## config.mk

```make
export PLATFORM = sky130hd
export DESIGN_NAME = xor_desc_seq
export DESIGN_NICKNAME = d
export VERILOG_FILES = /design/src/rtl/xds_pkg.sv /design/src/rtl/xds_decode.sv /design/src/rtl/xds_unpack.sv /design/src/rtl/xds_ctrl.sv /design/src/rtl/xor_desc_seq.sv
export SDC_FILE = /design/constraint.sdc
export NUM_CORES = 1
export LEC_CHECK = 0
export BUFFER_PORTS_ARGS = -buffer_cell sky130_fd_sc_hd__buf_2
export CAP_MARGIN = 30
export CORE_AREA = 5 5 450 452
export CTS_BUF_LIST = sky130_fd_sc_hd__clkbuf_4 sky130_fd_sc_hd__clkbuf_8 sky130_fd_sc_hd__clkbuf_16
export DETAILED_ROUTE_END_ITERATION = 12
export DIE_AREA = 0 0 455 457
export GPL_ROUTABILITY_DRIVEN = 0
export GPL_TIMING_DRIVEN = 1
export SYNTH_ARGS = -nofsm -noshare
export SYNTH_HDL_FRONTEND = slang
export SYNTH_SLANG_ARGS = --single-unit
```

## constraint.sdc

```tcl
create_clock -name clk -period 16.1 [get_ports clk]
set_input_delay 2.415 -clock clk [delete_from_list [all_inputs] [get_ports clk]]
set_output_delay 2.415 -clock clk [all_outputs]
set_load 0.01 [all_outputs]
```

## src/rtl/xds_pkg.sv

```systemverilog
package xds_pkg;
  localparam int DESC_W    = 1024;
  localparam int WORD_W    = 32;
  localparam int ADDR_W    = 48;
  localparam int ID_WORD   = 0;
  localparam int CTRL_WORD = 2;
  localparam int LEN_WORD  = 3;
  localparam int DLO_WORD  = 6;
  localparam int DHI_WORD  = 7;
  localparam int BUF_WORD  = 8;
  localparam int OP_LSB    = 28;
  localparam int CNT_LSB   = 22;
  localparam int CNT_W     = 5;
  localparam int IRQ_BIT   = 27;
  localparam int PEN_BIT   = 17;
  localparam logic [3:0] OP_XOR = 4'd6;

  typedef enum logic [1:0] {
    ST_IDLE = 2'd0,
    ST_EMIT = 2'd1,
    ST_DONE = 2'd2
  } seq_state_t;

  typedef struct packed {
    logic             run;
    logic             err;
    logic             irq;
    logic [CNT_W-1:0] count;
  } ctrl_dec_t;
endpackage

```

## src/rtl/xds_decode.sv

```systemverilog
module xds_decode
  import xds_pkg::*;
#(
  parameter int MAX_SRC = 8
) (
  input  logic [WORD_W-1:0] ctrl,
  output ctrl_dec_t         dec
);
  localparam logic [CNT_W-1:0] MAX_CNT = CNT_W'(MAX_SRC);

  logic             is_xor;
  logic [CNT_W-1:0] cnt;
  logic             cnt_ok;
  logic             unused_ctrl;

  assign is_xor = (ctrl[OP_LSB +: 4] == OP_XOR);
  assign cnt    = ctrl[CNT_LSB +: CNT_W];
  assign cnt_ok = (cnt != '0) && (cnt <= MAX_CNT);

  // second-parity enable and the low control bits are deliberately ignored
  assign unused_ctrl = ^{ctrl[21:18], ctrl[16:0]};

  always_comb begin
    dec.run   = is_xor && cnt_ok && ctrl[PEN_BIT];
    dec.err   = is_xor && !(cnt_ok && ctrl[PEN_BIT]);
    dec.irq   = ctrl[IRQ_BIT];
    dec.count = cnt;
  end
endmodule

```

## src/rtl/xds_unpack.sv

```systemverilog
module xds_unpack
  import xds_pkg::*;
#(
  parameter int MAX_SRC = 8,
  localparam int IDX_W  = $clog2(MAX_SRC),
  localparam int NWORDS = 3 * (MAX_SRC / 2)
) (
  input  logic [NWORDS*WORD_W-1:0] words,
  input  logic [IDX_W-1:0]         idx,
  output logic [ADDR_W-1:0]        addr
);
  logic [ADDR_W-1:0] cand [MAX_SRC];

  for (genvar i = 0; i < MAX_SRC; i++) begin : g_src
    localparam int LO_W  = 3 * (i / 2) + (i % 2);
    localparam int HI_W  = 3 * (i / 2) + 2;
    localparam int HI_SH = 16 * (i % 2);
    assign cand[i] = {words[HI_W*WORD_W + HI_SH +: 16],
                      words[LO_W*WORD_W +: WORD_W]};
  end

  assign addr = cand[idx];
endmodule

```

## src/rtl/xds_ctrl.sv

```systemverilog
module xds_ctrl
  import xds_pkg::*;
#(
  parameter int IDX_W = 3
) (
  input  logic             clk,
  input  logic             rst_n,
  input  logic             desc_valid,
  input  logic             run,
  input  logic             src_ready,
  input  logic [IDX_W-1:0] last_idx,
  output logic             desc_ready,
  output logic             load,
  output logic             src_valid,
  output logic             src_last,
  output logic             done_valid,
  output logic [IDX_W-1:0] src_idx
);
  seq_state_t       state_q, state_d;
  logic [IDX_W-1:0] idx_q, idx_d;
  logic             idx_en;

  always_comb begin
    state_d    = state_q;
    idx_d      = idx_q;
    idx_en     = 1'b0;
    desc_ready = 1'b0;
    load       = 1'b0;
    src_valid  = 1'b0;
    done_valid = 1'b0;
    src_last   = (idx_q == last_idx);
    unique case (state_q)
      ST_IDLE: begin
        desc_ready = 1'b1;
        if (desc_valid) begin
          load    = 1'b1;
          idx_en  = 1'b1;
          idx_d   = '0;
          state_d = run ? ST_EMIT : ST_DONE;
        end
      end
      ST_EMIT: begin
        src_valid = 1'b1;
        if (src_ready) begin
          if (src_last) begin
            state_d = ST_DONE;
          end else begin
            idx_en = 1'b1;
            idx_d  = idx_q + 1'b1;
          end
        end
      end
      ST_DONE: begin
        done_valid = 1'b1;
        state_d    = ST_IDLE;
      end
      default: state_d = ST_IDLE;
    endcase
  end

  always_ff @(posedge clk or negedge rst_n) begin
    if (!rst_n) begin
      state_q <= ST_IDLE;
      idx_q   <= '0;
    end else begin
      state_q <= state_d;
      if (idx_en) idx_q <= idx_d;
    end
  end

  assign src_idx = idx_q;
endmodule

```

## src/rtl/xor_desc_seq.sv

```systemverilog
module xor_desc_seq
  import xds_pkg::*;
#(
  parameter int MAX_SRC = 8,
  localparam int IDX_W    = $clog2(MAX_SRC),
  localparam int NWORDS   = 3 * (MAX_SRC / 2),
  localparam int BUF_BITS = NWORDS * WORD_W,
  localparam int BUF_LO   = BUF_WORD * WORD_W
) (
  input  logic                clk,
  input  logic                rst_n,
  input  logic                desc_valid,
  output logic                desc_ready,
  input  logic [DESC_W-1:0]   desc_data,
  output logic                src_valid,
  input  logic                src_ready,
  output logic [ADDR_W-1:0]   src_addr,
  output logic [WORD_W-1:0]   src_len,
  output logic [ADDR_W-1:0]   dst_addr,
  output logic [IDX_W-1:0]    src_idx,
  output logic                src_last,
  output logic                done_valid,
  output logic                done_err,
  output logic                done_irq,
  output logic [15:0]         done_id
);
  ctrl_dec_t          dec;
  logic               load;
  logic [BUF_BITS-1:0] bufw_q;
  logic [WORD_W-1:0]  len_q;
  logic [ADDR_W-1:0]  dst_q;
  logic [15:0]        id_q;
  logic               err_q, irq_q;
  logic [IDX_W-1:0]   last_q;
  logic               unused_desc;

  assign unused_desc = ^{desc_data[31:16], desc_data[63:32],
                         desc_data[191:128], desc_data[255:240],
                         desc_data[DESC_W-1:BUF_LO+BUF_BITS]};

  xds_decode #(.MAX_SRC(MAX_SRC)) u_decode (
    .ctrl (desc_data[CTRL_WORD*WORD_W +: WORD_W]),
    .dec  (dec)
  );

  // descriptor capture, enabled only on acceptance
  always_ff @(posedge clk) begin
    if (load) begin
      bufw_q <= desc_data[BUF_LO +: BUF_BITS];
      len_q  <= desc_data[LEN_WORD*WORD_W +: WORD_W];
      dst_q  <= {desc_data[DHI_WORD*WORD_W +: 16],
                 desc_data[DLO_WORD*WORD_W +: WORD_W]};
      id_q   <= desc_data[ID_WORD*WORD_W +: 16];
      err_q  <= dec.err;
      irq_q  <= dec.irq;
      last_q <= IDX_W'(dec.count - 1'b1);
    end
  end

  xds_ctrl #(.IDX_W(IDX_W)) u_ctrl (
    .clk        (clk),
    .rst_n      (rst_n),
    .desc_valid (desc_valid),
    .run        (dec.run),
    .src_ready  (src_ready),
    .last_idx   (last_q),
    .desc_ready (desc_ready),
    .load       (load),
    .src_valid  (src_valid),
    .src_last   (src_last),
    .done_valid (done_valid),
    .src_idx    (src_idx)
  );

  xds_unpack #(.MAX_SRC(MAX_SRC)) u_unpack (
    .words (bufw_q),
    .idx   (src_idx),
    .addr  (src_addr)
  );

  assign src_len  = len_q;
  assign dst_addr = dst_q;
  assign done_err = err_q;
  assign done_irq = irq_q;
  assign done_id  = id_q;
endmodule

```

# Word level (Yosys, flattened, before mapping)
# Index checks and enable logic that the tools add are counted.
# word_totals
ff_bits	490
inputBits	1028
out_inout_bits	153
wordCells	53
# classes
n_eq_ne	8
n_reduce_logical	11
n_bitwise	1
magnitude_cmp	2
muxes	20
add_sub_neg	2
# ops
cell	n
binary-select mux 48 bit (select 3 bit)	1
two-way mux 48 bit	2
two-way mux 3 bit	3
two-way mux 2 bit	4
!= test 2 bit, second input constant	4
two-way mux 1 bit	7
case mux 3 bit (2 select lines)	1
<= comparator 5 x 4 -> 1 bit, second input constant	1
logical AND 1 bit	5
AND reduction 5 bit	1
nonzero test 5 bit	1
equality test 4 x 3 -> 1 bit, second input constant	1
greater-or-equal comparator 4 bit, second input constant	1
inverter 3 -> 4 bit	1
case mux 2 bit (2 select lines)	1
adder 3 x 1 -> 3 bit, second input constant	1
equality test 3 bit	1
AND reduction 3 bit	1
subtractor 3 x 1 -> 3 bit, second input constant	1
equality test 2 x 1 -> 1 bit, second input constant	1
equality test 2 bit, second input constant	1
logical NOT 2 bit	1
case mux 1 bit (2 select lines)	1
nonzero test 2 bit	1
logical NOT 1 bit	1

# Longest topological paths before layout
# depth
depth_word	7
ltp_mapped	6
ltp_nobuf	6

# Hierarchy
# From an unflattened synthesis, not the netlist that was laid out.
# unflattened
hier_cells	706
area_unflattened_um2	18068.6
# by_module_without_submodules
module	instances	area_per_inst_um2	cells_per_inst
xor_desc_seq	1	14596.5	490
xds_unpack	1	3069.2	171
xds_ctrl	1	300.3	32
xds_decode	1	102.6	13

# Worst setup path after synthesis
# No wires, ideal clock.
# synth_path
path_type	in2reg
start	input port desc_valid
end	register u_ctrl.idx_q[0], in the netlist u_ctrl.src_idx[0]
t_arrival_ns	13.247
cell_stages	4
t_required_ns	15.963
path_slack_ns	2.716
path_cell_list	nand2_1 -> inv_1 -> nor2_1 -> mux2_2
# synth_via
elab_chain_cells	3
# synth_rtl
item	line_no	source
start: declaration	xor_desc_seq.sv:12	input logic desc_valid,
two-way mux 1 bit	xds_ctrl.sv:35	if (desc_valid) begin
case mux 1 bit (2 select lines)	xds_ctrl.sv:32	unique case (state_q)
AND reduction 5 bit (no source line) (*)	-	
end signal: assignment	xds_ctrl.sv:67	if (idx_en) idx_q <= idx_d;
end: declaration	xds_ctrl.sv:20	logic [IDX_W-1:0] idx_q, idx_d;
# Every way passes the cells marked *; elsewhere a longest branch is shown, timed or not.
# A chain may end at the register's enable or synchronous reset.

# Worst setup path in the final report
# layout_path
start	register u_ctrl.idx_q[0], in the netlist u_ctrl.src_idx[0]
end	output port src_addr[16]
# layout_via
elab_chain_cells	4
# layout_rtl
item	line_no	source
inverter 3 -> 4 bit (not written as such)	xds_unpack.sv:22	assign addr = cand[idx];
binary-select mux 48 bit (select 3 bit)	xds_unpack.sv:22	
two-way mux 48 bit (not written as such) (2 in series)	xds_unpack.sv:22	
end: declaration	xor_desc_seq.sv:17	output logic [ADDR_W-1:0] src_addr,
# Every way passes these cells. The select of a mux whose other input is x is not followed.

==> impl_metrics.tcl <==
set metrics [dict create \
    finalHoldViolations 0 \
    core.rowCount 164 \
    layout.cells.non_filler 4109 \
    io_pins 1181 \
    cts_htree_levels 2 \
    die_w_um 455 \
    cts-root-buf "clkbuf_16" \
    layout-drive-gt1-share 0.634 \
    multi_input_area_um2 2920 \
    ir_drop_v 0.0000781 \
    maxCapViolations 0 \
    die_h_um 457 \
    post_cts_buffers 0 \
    synth_area_per_cell_um2 25.6 \
    cp.arrival_ns 3.97 \
    grt_overflow_total 0 \
    status "complete, no violations" \
    io_buffers 647 \
    power_frac_comb 0.064 \
    dp_hpwl_mm 68.8 \
    fin_nets 2420 \
    wirelength_mm 85.1 \
    seqPwrFrac 0.483 \
    p_sw_mw 0.748 \
    drc 0 \
    vias_per_cell 2.51 \
    seqCellArea_um2 14700 \
    clkPwrFrac 0.452 \
    yosysWarningCount 0 \
    cts_resized 0 \
    worstSetupStartpointType "flip-flop" \
    cts_hold_repair.buffers 0 \
    grt_pass1_wl_mm 106 \
    required_ns 13.69 \
    cts_tree "built" \
    fin_crit_sh 0.396 \
    grt_max_degree 180 \
    max_freq_mhz 157 \
    path_class "reg2out" \
    core_area_um2 198000 \
    cts_buffers 61 \
    setup_tns_ns 0 \
    synth_seq_cells 490 \
    power.share.switching 0.237 \
    fin_worst_skew_ns 0.0556 \
    final_cell_mix "buf_2 (647), edfxtp_1 (485), mux4_2 (96), clkbuf_16 (62), mux2_2 (49)" \
    path_common_cell "buf_4" \
    dieArea_um2 208000 \
    worstMarginPinSlew_ns 1.10 \
    synthDistinctLibCells 27 \
    cts.reportedPaths.clkPinSlew_ns 0.06 \
    ant_nets 0 \
    period_minus_slack_ns 6.38 \
    min_path_cells 2 \
    power_density_nw_per_um2 119 \
    wl_per_cell_um 20.7 \
    setup_viol 0 \
    syn_area_um2 17800 \
    clock_path_buffers 3 \
    cp_slowest_cell "dfrtp_4" \
    power_leakage_nw 9.11 \
    critical_path.max_fanout 38 \
    nFillCells 22100 \
    report.final.slew_viol_count 0 \
    clock_latency_ns 0.69 \
    crit_chain "buf_4, buf_4, mux4_2, mux2_2, buf_2" \
    vias 10300 \
    syn2layout_area_growth_pct 48.5 \
    yosysSeqAreaShare 0.825 \
    cpPeakStageDelay_ns 0.73 \
    worst_hold_path_type "reg2reg" \
    mostFrequentLayoutCell "buf_2" \
    fin_util 0.133 \
    firstDrtPassIters 7 \
    p_int_mw 2.40 \
    rsz0062_at_grt "no" \
    reg2reg_depth 7 \
    slew_headroom 0.264 \
    first_global_vias 10800 \
    grt_use_total 0.0786 \
    synth_nets 1727 \
    initial_core_util 0.0897 \
    synthCells 696 \
    antenna_found_initial 40 \
    cts.sinks 490 \
    dp.cells 3981 \
    endpoint_kind "primary output" \
    drt_iter0_markers 837 \
]
==> power by group through the flow <==
| stage | registers, mW | clock network [mW] | logic [mW] |
|---|---|---|---|
| floorplan | 1.57 | 0 | 0.0606 |
| global placement | 1.55 | 0 | 0.207 |
| detailed placement | 1.55 | 0 | 0.211 |
| CTS | 1.52 | 1.49 | 0.212 |
| global route | 1.53 | 1.53 | 0.222 |
| finish | 1.52 | 1.43 | 0.203 |
==> state kept, by name, summed over array words and instances (netlist names) <==
name,flops
bufw_q,384
done_err,1
u_ctrl.src_idx,3
last_q,3
dst_addr,48
done_id,16
done_irq,1
u_ctrl.state_q,2
src_len,32
==> final timing paths <==
check | slack, ns | start | to
worst max register to register | 12.26 | u_ctrl.state_q[0] | done_id[7]
worst min register to register | 0.63 | u_ctrl.state_q[1] | u_ctrl.state_q[0]
worst max-delay path | 9.72 | u_ctrl.src_idx[0] | src_addr[16]
min in group asynchronous | 1.58 | rst_n | u_ctrl.src_idx[2]
worst min-delay path | 0.63 | u_ctrl.state_q[1] | u_ctrl.state_q[0]
max in group asynchronous | 14.37 | rst_n | u_ctrl.src_idx[1]
==> cell families after synthesis <==
family | share of synthesized area
adder cells (fa/ha/maj) | 0.00211
flip-flops | 0.825
multiplexers | 0.152
XOR/XNOR | 0.00246
AO/OA/AOI/OAI | 0.00358
buffers and inverters | 0.0108
AND/OR/NAND/NOR | 0.00337
==> worst max-delay path: cells and delay by family (launching register included) <==
family,cells,cell delay [ns]
buffers and inverters,3,1.44
DFF,1,0.73
muxes,2,1.03
==> per-stage QoR <==
stage	instance area, um^2	power (mW)	setup WS [ns]	hold slack (ns)
2_1_floorplan	17800	1.64	2.72	0.585
3_3_place_gp	24300	1.75	9.84	0.603
3_5_place_dp	24300	1.76	9.67	0.626
4_1_cts	26400	3.23	9.37	0.638
5_1_grt	26400	3.29	9.31	0.672
6_report	26400	3.15	9.72	0.630
==> synth_stat cells <==
master,number,share of area
buf_12,1,0.0011
or4b_2,1,0.00056
dfrtp_1,5,0.0070
nor2_1,2,0.00042
nor2b_1,3,0.0011
o21ba_2,1,0.00056
nand4bb_1,1,0.00063
inv_1,7,0.0015
buf_6,1,0.00063
xnor2_1,1,0.00049
nor3_1,1,0.00028
xor2_1,4,0.0020
o311a_1,1,0.00056
a22o_1,1,0.00049
a21oi_1,1,0.00028
o21ai_0,1,0.00028
edfxtp_1,485,0.82
mux4_2,96,0.12
buf_8,2,0.0017
a31oi_1,1,0.00035
o2bb2ai_1,1,0.00049
ha_1,3,0.0021
nand2_1,2,0.00042
buf_2,12,0.0034
clkbuf_1,12,0.0025
mux2_2,49,0.031
a32o_1,1,0.00056
==> routing by layer <==
metal,GRT usage,vias to the layer above,part of all wire
met2,0.136,514,0.50
met4,0.0280,4,0.038
met1,0.0837,5267,0.36
met5,0,-,0.00031
met3,0.0362,157,0.10
li1,-,4377,-
==> area by class of cell <==
class	count	share of cell area
tap	2656	0.126
timing repair buffer	658	0.127
clock buffer	70	0.0609
antenna	13	0.00123
clock inverter	44	0.0177
sequential	490	0.556
inverter	7	0.00128
multi-input combinational	171	0.110
Note: power is estimated with default switching activity, not from simulation.
